### config.mk
export PLATFORM = sky130hd
export DESIGN_NAME = kbd_input_port
export DESIGN_NICKNAME = d
export VERILOG_FILES = /design/src/rtl/kbd_port_pkg.sv /design/src/rtl/kbd_port_ctrl.sv /design/src/rtl/kbd_port_dp.sv /design/src/rtl/kbd_input_port.sv
export SDC_FILE = /design/constraint.sdc
export NUM_CORES = 1
export LEC_CHECK = 0
export BUFFER_PORTS_ARGS = -buffer_cell sky130_fd_sc_hd__buf_4
export CAP_MARGIN = 20
export CORE_UTILIZATION = 30
export DETAILED_ROUTE_END_ITERATION = 16
export GPL_TIMING_DRIVEN = 0
export PLACE_DENSITY = 0.7
export SYNTH_ARGS = -nofsm -noshare
export SYNTH_HDL_FRONTEND = slang
export SYNTH_SLANG_ARGS = --single-unit
### constraint.sdc
create_clock -name clk -period 2.4 [get_ports clk]
set_clock_uncertainty 0.2 [all_clocks]
set_input_delay 0.24 -clock clk [delete_from_list [all_inputs] [get_ports clk]]
set_output_delay 0.24 -clock clk [all_outputs]
set_load 0.05 [all_outputs]
### src/rtl/kbd_port_pkg.sv
package kbd_port_pkg;
  // strobes from the control section to the datapath
  typedef struct packed {
    logic captureEn;  // latch keyChar into the held character
    logic readyClr;   // character word is being read
    logic ieWrEn;     // status word is being written
    logic ieWrVal;    // value of the enable bit on that write
  } kbdStrobeT;
endpackage

### src/rtl/kbd_port_ctrl.sv
module kbd_port_ctrl
  import kbd_port_pkg::*;
#(
  parameter int ADDR_W = 16,
  parameter logic [ADDR_W-1:0] STAT_ADDR = 16'hFE00,
  parameter logic [ADDR_W-1:0] CHAR_ADDR = 16'hFE02
) (
  input  logic              clk,
  input  logic              rst,
  input  logic [ADDR_W-1:0] busAddr,
  input  logic              busRead,
  input  logic              busWrite,
  input  logic              wrIeBit,
  input  logic              keyStrobe,
  output kbdStrobeT         strb,
  output logic              statusSel,
  output logic              charSel,
  output logic              readyFlag,
  output logic              ieFlag,
  output logic              irqReq
);

  logic charRd;
  logic statWr;

  always_comb begin
    statusSel = (busAddr == STAT_ADDR);
    charSel   = (busAddr == CHAR_ADDR);
    charRd    = busRead && charSel;
    statWr    = busWrite && statusSel;
    strb.readyClr  = charRd;
    // a read in the same cycle wins over a new character
    strb.captureEn = keyStrobe && !readyFlag && !charRd;
    strb.ieWrEn    = statWr;
    strb.ieWrVal   = wrIeBit;
  end

  always_ff @(posedge clk) begin
    if (rst) begin
      readyFlag <= 1'b0;
    end else if (strb.readyClr) begin
      readyFlag <= 1'b0;
    end else if (strb.captureEn) begin
      readyFlag <= 1'b1;
    end
  end

  always_ff @(posedge clk) begin
    if (rst) begin
      ieFlag <= 1'b0;
    end else if (strb.ieWrEn) begin
      ieFlag <= strb.ieWrVal;
    end
  end

  assign irqReq = readyFlag && ieFlag;

  AST_RESET_CLEAR: assert property (@(posedge clk) rst |=> !readyFlag && !ieFlag);
  AST_CAPTURE_SETS: assert property (@(posedge clk) disable iff (rst)
    (keyStrobe && !charRd) |=> readyFlag);
  AST_READ_CLEARS: assert property (@(posedge clk) disable iff (rst)
    charRd |=> !readyFlag);
  AST_SW_NO_READY: assert property (@(posedge clk) disable iff (rst)
    (!keyStrobe && !charRd) |=> $stable(readyFlag));
  AST_IE_ONLY_WRITE: assert property (@(posedge clk) disable iff (rst)
    !statWr |=> $stable(ieFlag));

endmodule

### src/rtl/kbd_port_dp.sv
module kbd_port_dp
  import kbd_port_pkg::*;
#(
  parameter int DATA_W    = 16,
  parameter int CHAR_W    = 8,
  parameter int READY_BIT = 15,
  parameter int IE_BIT    = 14
) (
  input  logic              clk,
  input  logic              rst,
  input  kbdStrobeT         strb,
  input  logic [CHAR_W-1:0] keyChar,
  input  logic              busRead,
  input  logic              statusSel,
  input  logic              charSel,
  input  logic              readyFlag,
  input  logic              ieFlag,
  output logic [CHAR_W-1:0] charHeld,
  output logic [DATA_W-1:0] busRdata
);

  localparam int PAD_W = DATA_W - CHAR_W;

  logic [DATA_W-1:0] statusWord;
  logic [DATA_W-1:0] charWord;

  always_ff @(posedge clk) begin
    if (rst) begin
      charHeld <= '0;
    end else if (strb.captureEn) begin
      charHeld <= keyChar;
    end
  end

  always_comb begin
    statusWord            = '0;
    statusWord[READY_BIT] = readyFlag;
    statusWord[IE_BIT]    = ieFlag;
    charWord              = {{PAD_W{1'b0}}, charHeld};
    if (!busRead) begin
      busRdata = '0;
    end else if (statusSel) begin
      busRdata = statusWord;
    end else if (charSel) begin
      busRdata = charWord;
    end else begin
      busRdata = '0;
    end
  end

  AST_HOLD_WHEN_BLOCKED: assert property (@(posedge clk) disable iff (rst)
    (readyFlag || strb.readyClr) |=> $stable(charHeld));
  AST_UPPER_ZERO: assert property (@(posedge clk) disable iff (rst)
    (busRead && charSel) |-> (busRdata[DATA_W-1:CHAR_W] == '0));

endmodule

### src/rtl/kbd_input_port.sv
module kbd_input_port
  import kbd_port_pkg::*;
#(
  parameter int ADDR_W = 16,
  parameter int DATA_W = 16,
  parameter int CHAR_W = 8,
  parameter logic [ADDR_W-1:0] STAT_ADDR = 16'hFE00,
  parameter logic [ADDR_W-1:0] CHAR_ADDR = 16'hFE02,
  parameter int READY_BIT = 15,
  parameter int IE_BIT    = 14
) (
  input  logic              clk,
  input  logic              rst,
  input  logic [ADDR_W-1:0] busAddr,
  input  logic              busRead,
  input  logic              busWrite,
  input  logic [DATA_W-1:0] busWdata,
  output logic [DATA_W-1:0] busRdata,
  input  logic [CHAR_W-1:0] keyChar,
  input  logic              keyStrobe,
  output logic              irqReq
);

  localparam logic [DATA_W-1:0] IE_MASK = DATA_W'(1) << IE_BIT;

  kbdStrobeT         strb;
  logic              statusSel;
  logic              charSel;
  logic              readyFlag;
  logic              ieFlag;
  logic [CHAR_W-1:0] charHeld;
  logic              unusedWdata;

  assign unusedWdata = ^(busWdata & ~IE_MASK);

  kbd_port_ctrl #(
    .ADDR_W(ADDR_W), .STAT_ADDR(STAT_ADDR), .CHAR_ADDR(CHAR_ADDR)
  ) u_ctrl (
    .clk(clk), .rst(rst), .busAddr(busAddr), .busRead(busRead),
    .busWrite(busWrite), .wrIeBit(busWdata[IE_BIT]), .keyStrobe(keyStrobe),
    .strb(strb), .statusSel(statusSel), .charSel(charSel),
    .readyFlag(readyFlag), .ieFlag(ieFlag), .irqReq(irqReq)
  );

  kbd_port_dp #(
    .DATA_W(DATA_W), .CHAR_W(CHAR_W), .READY_BIT(READY_BIT), .IE_BIT(IE_BIT)
  ) u_dp (
    .clk(clk), .rst(rst), .strb(strb), .keyChar(keyChar), .busRead(busRead),
    .statusSel(statusSel), .charSel(charSel), .readyFlag(readyFlag),
    .ieFlag(ieFlag), .charHeld(charHeld), .busRdata(busRdata)
  );

  AST_IRQ_CAUSE: assert property (@(posedge clk) disable iff (rst)
    $rose(irqReq) |-> ($past(keyStrobe) || $past(busWrite)));
  AST_IRQ_DROP_READ: assert property (@(posedge clk) disable iff (rst)
    (busRead && busAddr == CHAR_ADDR) |=> !irqReq);

endmodule

# --- Yosys cells after proc, flatten, opt, wreduce, memory -nomap -nowiden ---
# Cells that the tools add are included.
# W data, S select, Z words.
op_classes:
  n_reduce_logical: 8
  muxes: 3
  n_eq_ne: 2
op_table:
  columns: ["op", "count"]
  rows:
  - ["$eq A16 B16 Y1 const B", 2]
  - ["$mux W16", 2]
  - ["$mux W8", 1]
  - ["$logic_and A1 B1 Y1", 5]
  - ["$logic_not A1 Y1", 2]
  - ["$reduce_or A2 Y1", 1]
word_totals:
  inputBits: 45
  output_inout_bits: 17
  reg_bits: 10

# --- Depth between registers and ports, before layout ---
# Gate-level depths: netlist of run 1.
depth:
  word_depth: 4
  mapped_depth: 6
  mapped_depth_nobuf: 4

# --- By module ---
# From an unflattened synthesis of run 1, not the netlist that was laid out.
unflattened:
  cells_unflattened: 65
  hier_area_um2: 615.6
modules_own_cells:
  columns: ["module", "n_inst", "seq_area_each_um2", "area_each_um2", "cells_each"]
  rows:
  - ["kbd_port_dp", 1, 160.2, 411.6, 44]
  - ["kbd_port_ctrl", 1, 40.0, 203.9, 21]

# --- Worst setup path before layout of run 1 ---
# Ideal clock, no wire load.
synth_path:
  path_type: "input-to-output"
  from: "input busAddr[5]"
  to: "output busRdata[0]"
  arrival_ns: 2.018
  cell_stages: 4
  setup_slack_ns: -0.058
  required_ns: 1.960
  cell_sequence: "or4_1 -> or4_4 -> nor2_1 -> and2_1"
synth_between:
  elab_chain_cells: 4
synth_lines:
  columns: ["item", "line_no", "rtl"]
  rows:
  - ["from (decl)", "kbd_input_port.sv:14", "input logic [ADDR_W-1:0] busAddr,"]
  - ["$eq A16 B16 Y1", "kbd_port_ctrl.sv:28", "charSel = (busAddr == CHAR_ADDR);"]
  - ["$mux W8", "kbd_port_dp.sv:44", "end else if (charSel) begin"]
  - ["$mux W16 *", "kbd_port_dp.sv:42", "end else if (statusSel) begin"]
  - ["$mux W16 *", "kbd_port_dp.sv:40", "if (!busRead) begin"]
  - ["to (decl)", "kbd_input_port.sv:18", "output logic [DATA_W-1:0] busRdata,"]
# Every way passes the cells marked *; elsewhere a longest branch is shown, timed or not.

# --- Worst setup path after layout of run 1 ---
layout_path:
  from: "input busAddr[0]"
  to: "output busRdata[1]"
# The elaborated chain is that of the path after synthesis.

==> flow_summary_export.csv, run 1 <==
group,metric,value,unit
worst_setup_path,required,1960,ps
routing,vias_per_cell,5.232,
worst_setup_path,crit_type,"in -> out",
cts,insertion_delay,270,ps
die,die-height,53.38,um
synthesis,yosysTopAreaCellShare,25.28,%
timing,rsz0062_at_grt,"yes",
timing,finalCritPeriodShare,98.86,%
cells_and_area,final_area,0.001242,mm2
pwr,p_comb_share,27.0,%
worst_setup_path,cp.arrival,1930,ps
grt,grtUsageTotal,18.17,%
placed_design,gp_congestion,0.7750,
cells_and_area,fill_cells,256,
cells_and_area,fin_cells,190,
worst_setup_path,crit_chain,"buf_4 > or3b_2 > or4_4 > nor2_4 > and2_2 > buf_6",
synthesis,synth_area,792.0,um2
cts,clock-sinks,10,
cts,numCtsBuffers,3,
synthesis,synth_mux_area_share,0,%
cells_and_area,area_delta_synth_final,56.87,%
placed_design,place_hpwl,1689,um
timing,max_freq,421.5,MHz
routing,drt_iter0_markers,20,
worst_setup_path,slowest_stage,"or4_4",
flow_run,max_cap_violations,0,
grt,grt.overflow.total,0,
synthesis,syn_inst,110,
routing,routed_wl,2291,um
die,initial_core_util,31.97,%
cells_and_area,n_antenna_cell,0,
pwr,ir_drop,0.2193,mV
timing,post-route-min-period,2373,ps
synthesis,yosys.area_share.xor_xnor,0,%
synthesis,synth_seq_cells,10,
pwr,netSwitchingPower,140.2,uW
synthesis,synth_edf_count,0,
placed_design,place_ws,-347.1,ps
grt,antenna_found_initial,0,
die,die_w,53.38,um
synthesis,yosysUniqueCellTypes,25,
cells_and_area,final_core_util,50.15,%
worst_setup_path,cp_num_buf_inv,2,
pwr,power_density,379.4,mW/mm2
synthesis,synth_ff_type,"dfxtp_1",
timing,drv_slew,0,
synthesis,ys_warn_count,0,
status,status,"finished clean",
die,die_area,0.002849,mm2
grt,grt_pass1_vias,874,
synthesis,avgSynthCellArea,7.200,um2
worst_setup_path,r2r_slack,440,ps
synthesis,synth_top_area_cell,"dfxtp_1",
routing,drc_errors,0,
pwr,power_frac_seq,39.7,%
cts,cts_setup_buffers,0,
routing,num_vias,994,
cts,cts.clk_slew.worst_paths,70,ps
routing,antenna_left,0,
die,ioPinCount,62,
cts,cts_tree,"yes",
synthesis,ys_seq_area_share,25.28,%
routing,wl_per_cell,12.06,um
timing,finalSetupViolations,0,
worst_setup_path,slowest_delay,600,ps
worst_setup_path,cp-end-kind,"output pin",
worst_hold_path,hp-class,"in -> reg",
cts,postCtsHoldBufs,0,
synthesis,synth-compound-area-share,19.27,%
routing,first_pass_iters,4,
synthesis,ys_top_cells_by_area,"dfxtp_1, nor2_1, a41oi_1",
synthesis,synth_fa_ha_area_share,0,%
pwr,leakagePower,0.5396,nW
worst_setup_path,cp_top_family,"simple AND/OR/NAND/NOR gates",
timing,worst_pin_slew,596.7,ps
grt,grt_pass1_wl,3712,um
placed_design,port_buffers,40,
die,std_cell_rows,18,
timing,postLayoutSetupSlackWorst,27.39,ps
placed_design,place_area,0.001159,mm2
grt,grt_max_degree,11,
synthesis,synth_top_family_by_area,"simple AND/OR/NAND/NOR gates",
die,core,0.002477,mm2
pwr,p_clk_share,33.2,%
synthesis,synth-async-reset-ratio,0,%
worst_setup_path,path_max_fanout,5,
pwr,p_int,331.2,uW
placed_design,dp_cells,185,
cts,h-tree-depth,1,
cts,cts_buffer_depth,2,
cts,cts_root_buf,"clkbuf_4",
timing,hold_viol,0,
pwr,swShare,29.74,%
synthesis,yosys.area_share.simple,45.34,%
cells_and_area,fin_nets,206,
worst_setup_path,startpoint_type,"primary input",
timing,slew-limit-headroom,59.89,%
cells_and_area,drive_above_1_share,41.88,%
-- synth_stat cells, types with 2 or more instances --
cell type  number
nand2b_1        9
nor2_1         19
and3_1          2
nand2_1        17
dfxtp_1        10
o311ai_0        8
buf_4           6
and2_1          9
a41oi_1         8
or4b_2          2
clkbuf_1        5
inv_1           2
-- power groups by stage --
stage	registers, mW	logic [mW]	clock network (mW)
2_1_floorplan	0.189	0.0731	0
3_3_place_gp	0.190	0.120	0
3_5_place_dp	0.191	0.125	0
4_1_cts	0.188	0.126	0.160
5_1_grt	0.190	0.140	0.172
6_report	0.187	0.127	0.157
-- logic make-up after synthesis --
family                 count (synthesis)
AOI/OAI and AO/OA                     18
buffers and inverters                 14
DFF                                   10
other                                  1
and+or+nand+nor                       67
-- path summary, 6_finish.rpt --
kind | start | endpoint | depth (start not counted)
worst max-delay path | busAddr[0] | busRdata[1] | 6
worst min-delay path | keyChar[1] | u_dp.charHeld[1]$_SDFFE_PP0P_ | 3
worst max register to register | u_ctrl.readyFlag$_SDFFE_PP0P_ | u_dp.charHeld[2]$_SDFFE_PP0P_ | 6
worst min register to register | u_ctrl.ieFlag$_SDFFE_PP0P_ | u_ctrl.ieFlag$_SDFFE_PP0P_ | 2
-- layout by cell type, fill, tap and decap left out, types with 3 or more instances in the layout --
cell type and instances:
buf_6 3, clkbuf_4 3, conb_1 6, o311ai_0 8
dfxtp_1 10, nor2_1 17, nand2_1 17, nand2b_1 9
clkbuf_1 5, buf_4 41, a41oi_1 8, and2_2 8
-- what timing repair did --
action	CTS	global route
gates cloned	1	0
pin swaps	2	0
setup endpoints to repair	8	7
gates resized for setup	3	8
-- registers in the layout (all words and copies together), names as in the netlist --
signal,count
u_ctrl.ieFlag,1
u_dp.charHeld,8
u_ctrl.readyFlag,1
-- worst min-delay path, delay by kind of cell --
| family | cells | cell delay, ps |
|---|---|---|
| AO/OA/AOI/OAI | 2 | 160 |
| buffers and inverters | 1 | 90 |
-- metal layers --
layer	track usage, %	share of wire [%]
met5	0	0
met4	9.211	1.6
met3	4.598	11
met2	28.96	47
met1	22.13	40
-- per-stage QoR --
stage | power, mW | setup TNS [ps] | hold slack (ps)
5_1_grt | 0.5011 | -105.6 | 61.82
4_1_cts | 0.4736 | 0 | 43.32
3_5_place_dp | 0.3159 | -2726 | 278.0
6_report | 0.4714 | 0 | 50.49
2_1_floorplan | 0.2621 | 0 | 202.3
3_3_place_gp | 0.3106 | -2635 | 272.7
-- final cells by class --
class	count	area, um2	share of cell area [%]
buffer	12	68.82	5.539
clock buffer	4	36.28	2.920
inverter	2	7.507	0.6042
multi-input combinational	92	565.5	45.52
sequential	10	200.2	16.11
tap	30	37.54	3.021
timing repair buffer	40	326.6	26.28
(Power assumes the default switching activity.)
==> run 2: changes to the inputs <==
--- a/config.mk
+++ b/config.mk
@@ -8,6 +8,7 @@
 export BUFFER_PORTS_ARGS = -buffer_cell sky130_fd_sc_hd__buf_4
 export CAP_MARGIN = 20
 export CORE_UTILIZATION = 30
+export CTS_BUF_LIST = sky130_fd_sc_hd__clkbuf_16
 export DETAILED_ROUTE_END_ITERATION = 16
 export GPL_TIMING_DRIVEN = 0
 export PLACE_DENSITY = 0.7
==> run 2 against run 1 <==
Worst setup slack improved by 3.8 ps; non-clock buffer count unchanged; maximum frequency increased by 0.16%; first-iteration DRC count decreased by 10%; global-route usage increased by 0.95 points; final area increased by 3.4%; clock power increased by 93%; core utilization increased by 1.7 points; critical endpoint is now busRdata[4].
==> flow_summary_export.csv, run 2 (synthesis results as in run 1) <==
group,metric,value,unit
die,core,0.002477,mm2
timing,post-route-min-period,2369,ps
cts,cts_setup_buffers,0,
die,die_w,53.38,um
die,initial_core_util,31.97,%
worst_setup_path,required,1960,ps
worst_setup_path,crit_chain,"buf_4 > or3b_2 > or4_4 > nor2_4 > and2_2 > buf_6",
die,ioPinCount,62,
timing,postLayoutSetupSlackWorst,31.15,ps
cells_and_area,seqCellArea,200.2,um2
pwr,power_density,480.7,mW/mm2
timing,worst_pin_slew,586.4,ps
worst_setup_path,slowest_stage,"or4_4",
cells_and_area,multiInputGateArea,565.5,um2
worst_setup_path,crit_type,"in -> out",
worst_setup_path,r2r_slack,430,ps
cts,h-tree-depth,1,
worst_hold_path,hp-class,"in -> reg",
cts,cts.clk_slew.worst_paths,40,ps
worst_hold_path,hp-start,"keyChar[5]",
routing,wl_met1,948,um
routing,first_pass_iters,4,
routing,routed_wl,2306,um
cells_and_area,top_register,"u_dp.charHeld",
die,std_cell_rows,18,
cts,cts_tree,"yes",
cells_and_area,fin_nets,206,
timing,hold_viol,0,
timing,slew-limit-headroom,60.58,%
cells_and_area,final_common_cell,"buf_4",
die,die_area,0.002849,mm2
placed_design,place_area,0.001159,mm2
cells_and_area,top_regs,"u_dp.charHeld (8), u_ctrl.ieFlag (1), u_ctrl.readyFlag (1)",
worst_setup_path,startpoint_type,"primary input",
cts,cts_root_buf,"clkbuf_16",
timing,max_freq,422.1,MHz
status,status,"finished clean",
worst_setup_path,endpoint,"busRdata[4]",
pwr,leakagePower,0.5571,nW
worst_setup_path,slowest_delay,600,ps
worst_setup_path,cp.arrival,1930,ps
cells_and_area,largest_reg_flops,8,
cells_and_area,n_antenna_cell,0,
timing,finalSetupViolations,0,
routing,routed-wl-met3,232,um
cts,postCtsHoldBufs,0,
grt,grt_pass1_wl,3836,um
cts,clock-sinks,10,
cts,numCtsBuffers,3,
worst_setup_path,cp-end-kind,"output pin",
grt,grt_pass1_vias,860,
cells_and_area,drive_above_1_share,41.25,%
routing,antenna_left,0,
placed_design,place_ws,-347.1,ps
cts,insertion_delay,240,ps
worst_setup_path,worstReg2RegEnd,"u_dp.charHeld[2]$_SDFFE_PP0P_",
timing,tns,0,ps
placed_design,port_buffers,40,
grt,grtUsageTotal,19.11,%
worst_setup_path,path_max_fanout,5,
routing,num_vias,979,
routing,vias_per_cell,5.153,
cts,cts_buffer_depth,2,
placed_design,place_hpwl,1689,um
cells_and_area,area_delta_synth_final,62.24,%
timing,drv_slew,0,
routing,top_layer,"met4",
cells_and_area,final_area,0.001285,mm2
worst_setup_path,startpoint,"busAddr[0]",
timing,rsz0062_at_grt,"yes",
pwr,ir_drop,0.2750,mV
routing,met2_length,1084,um
cells_and_area,final_cell_mix,"buf_4, nand2_1, nor2_1",
flow_run,max_cap_violations,0,
placed_design,gp_congestion,0.7750,
routing,drt_iter0_markers,18,
grt,antenna_found_initial,0,
grt,grt_max_degree,11,
cells_and_area,fill_cells,255,
worst_setup_path,rr_worst_depth,6,
routing,wl_per_cell,12.14,um
timing,finalCritPeriodShare,98.70,%
routing,drc_errors,0,
grt,grt.overflow.total,0,
die,die-height,53.38,um
worst_setup_path,reg2reg_from,"u_ctrl.readyFlag$_SDFFE_PP0P_",
[run 2: changes by cell type in the layout (fill, tap and decap cells not counted)]
cell and change:
clkbuf_16 +3, clkinv_1 +1, clkbuf_8 -1, clkbuf_4 -3
[run 2: what timing repair did]
action,4_1_cts,5_1_grt
gates resized for setup,3,8
pin swaps,2,0
gates cloned,1,0
setup endpoints to repair,8,7
[run 2: report_power, final]
group	total (mW)	switching, mW	internal (mW)
combinational	0.127	0.0682	0.0587
sequential	0.188	0.00685	0.181
clock	0.303	0.0837	0.219
total	0.618	0.159	0.459
[run 2: layout make-up]
class                   count  share of cell area [%]
multi-input cells          92                   44.01
repair buffers             40                   25.41
flip-flops and latches     10                   15.58
clock buffers               3                   5.842
plain buffers              12                   5.355
well taps                  30                   2.921
inverters                   2                  0.5842
clock inverters             1                  0.2921
[run 2: worst min path at each step]
stage                                         end  slack, ps  cells past startpoint
floorplan           u_ctrl.readyFlag$_SDFFE_PP0P_        200                      2
detailed placement     u_ctrl.ieFlag$_SDFFE_PP0P_        280                      2
finish              u_dp.charHeld[5]$_SDFFE_PP0P_         80                      3
global placement       u_ctrl.ieFlag$_SDFFE_PP0P_        270                      2
global route        u_dp.charHeld[7]$_SDFFE_PP0P_        110                      3
CTS                 u_dp.charHeld[3]$_SDFFE_PP0P_         80                      3
[run 2: metrics by stage]
step / power, mW / utilization, % / std cells / hold WS (ps)
final: 0.6177 / 51.87 / 190 / 81.06
after CTS: 0.6185 / 50.71 / 190 / 79.92
after detailed placement: 0.3159 / 46.77 / 185 / 278.0
after global placement: 0.3106 / 46.77 / 185 / 272.7
after floorplan: 0.2621 / - / 115 / 202.3
after global routing: 0.6465 / 51.87 / 190 / 106.4
[run 2: worst max-delay path: cells and delay by family]
family,cells,cell delay [ps]
AND/OR/NAND/NOR,4,1430
buffers and inverters,2,260
[run 2: layer usage]
layer	vias to the layer above	track usage, %
met5	-	0
met4	0	8.772
met3	5	6.897
met2	53	28.96
met1	431	23.65
li1	490	-
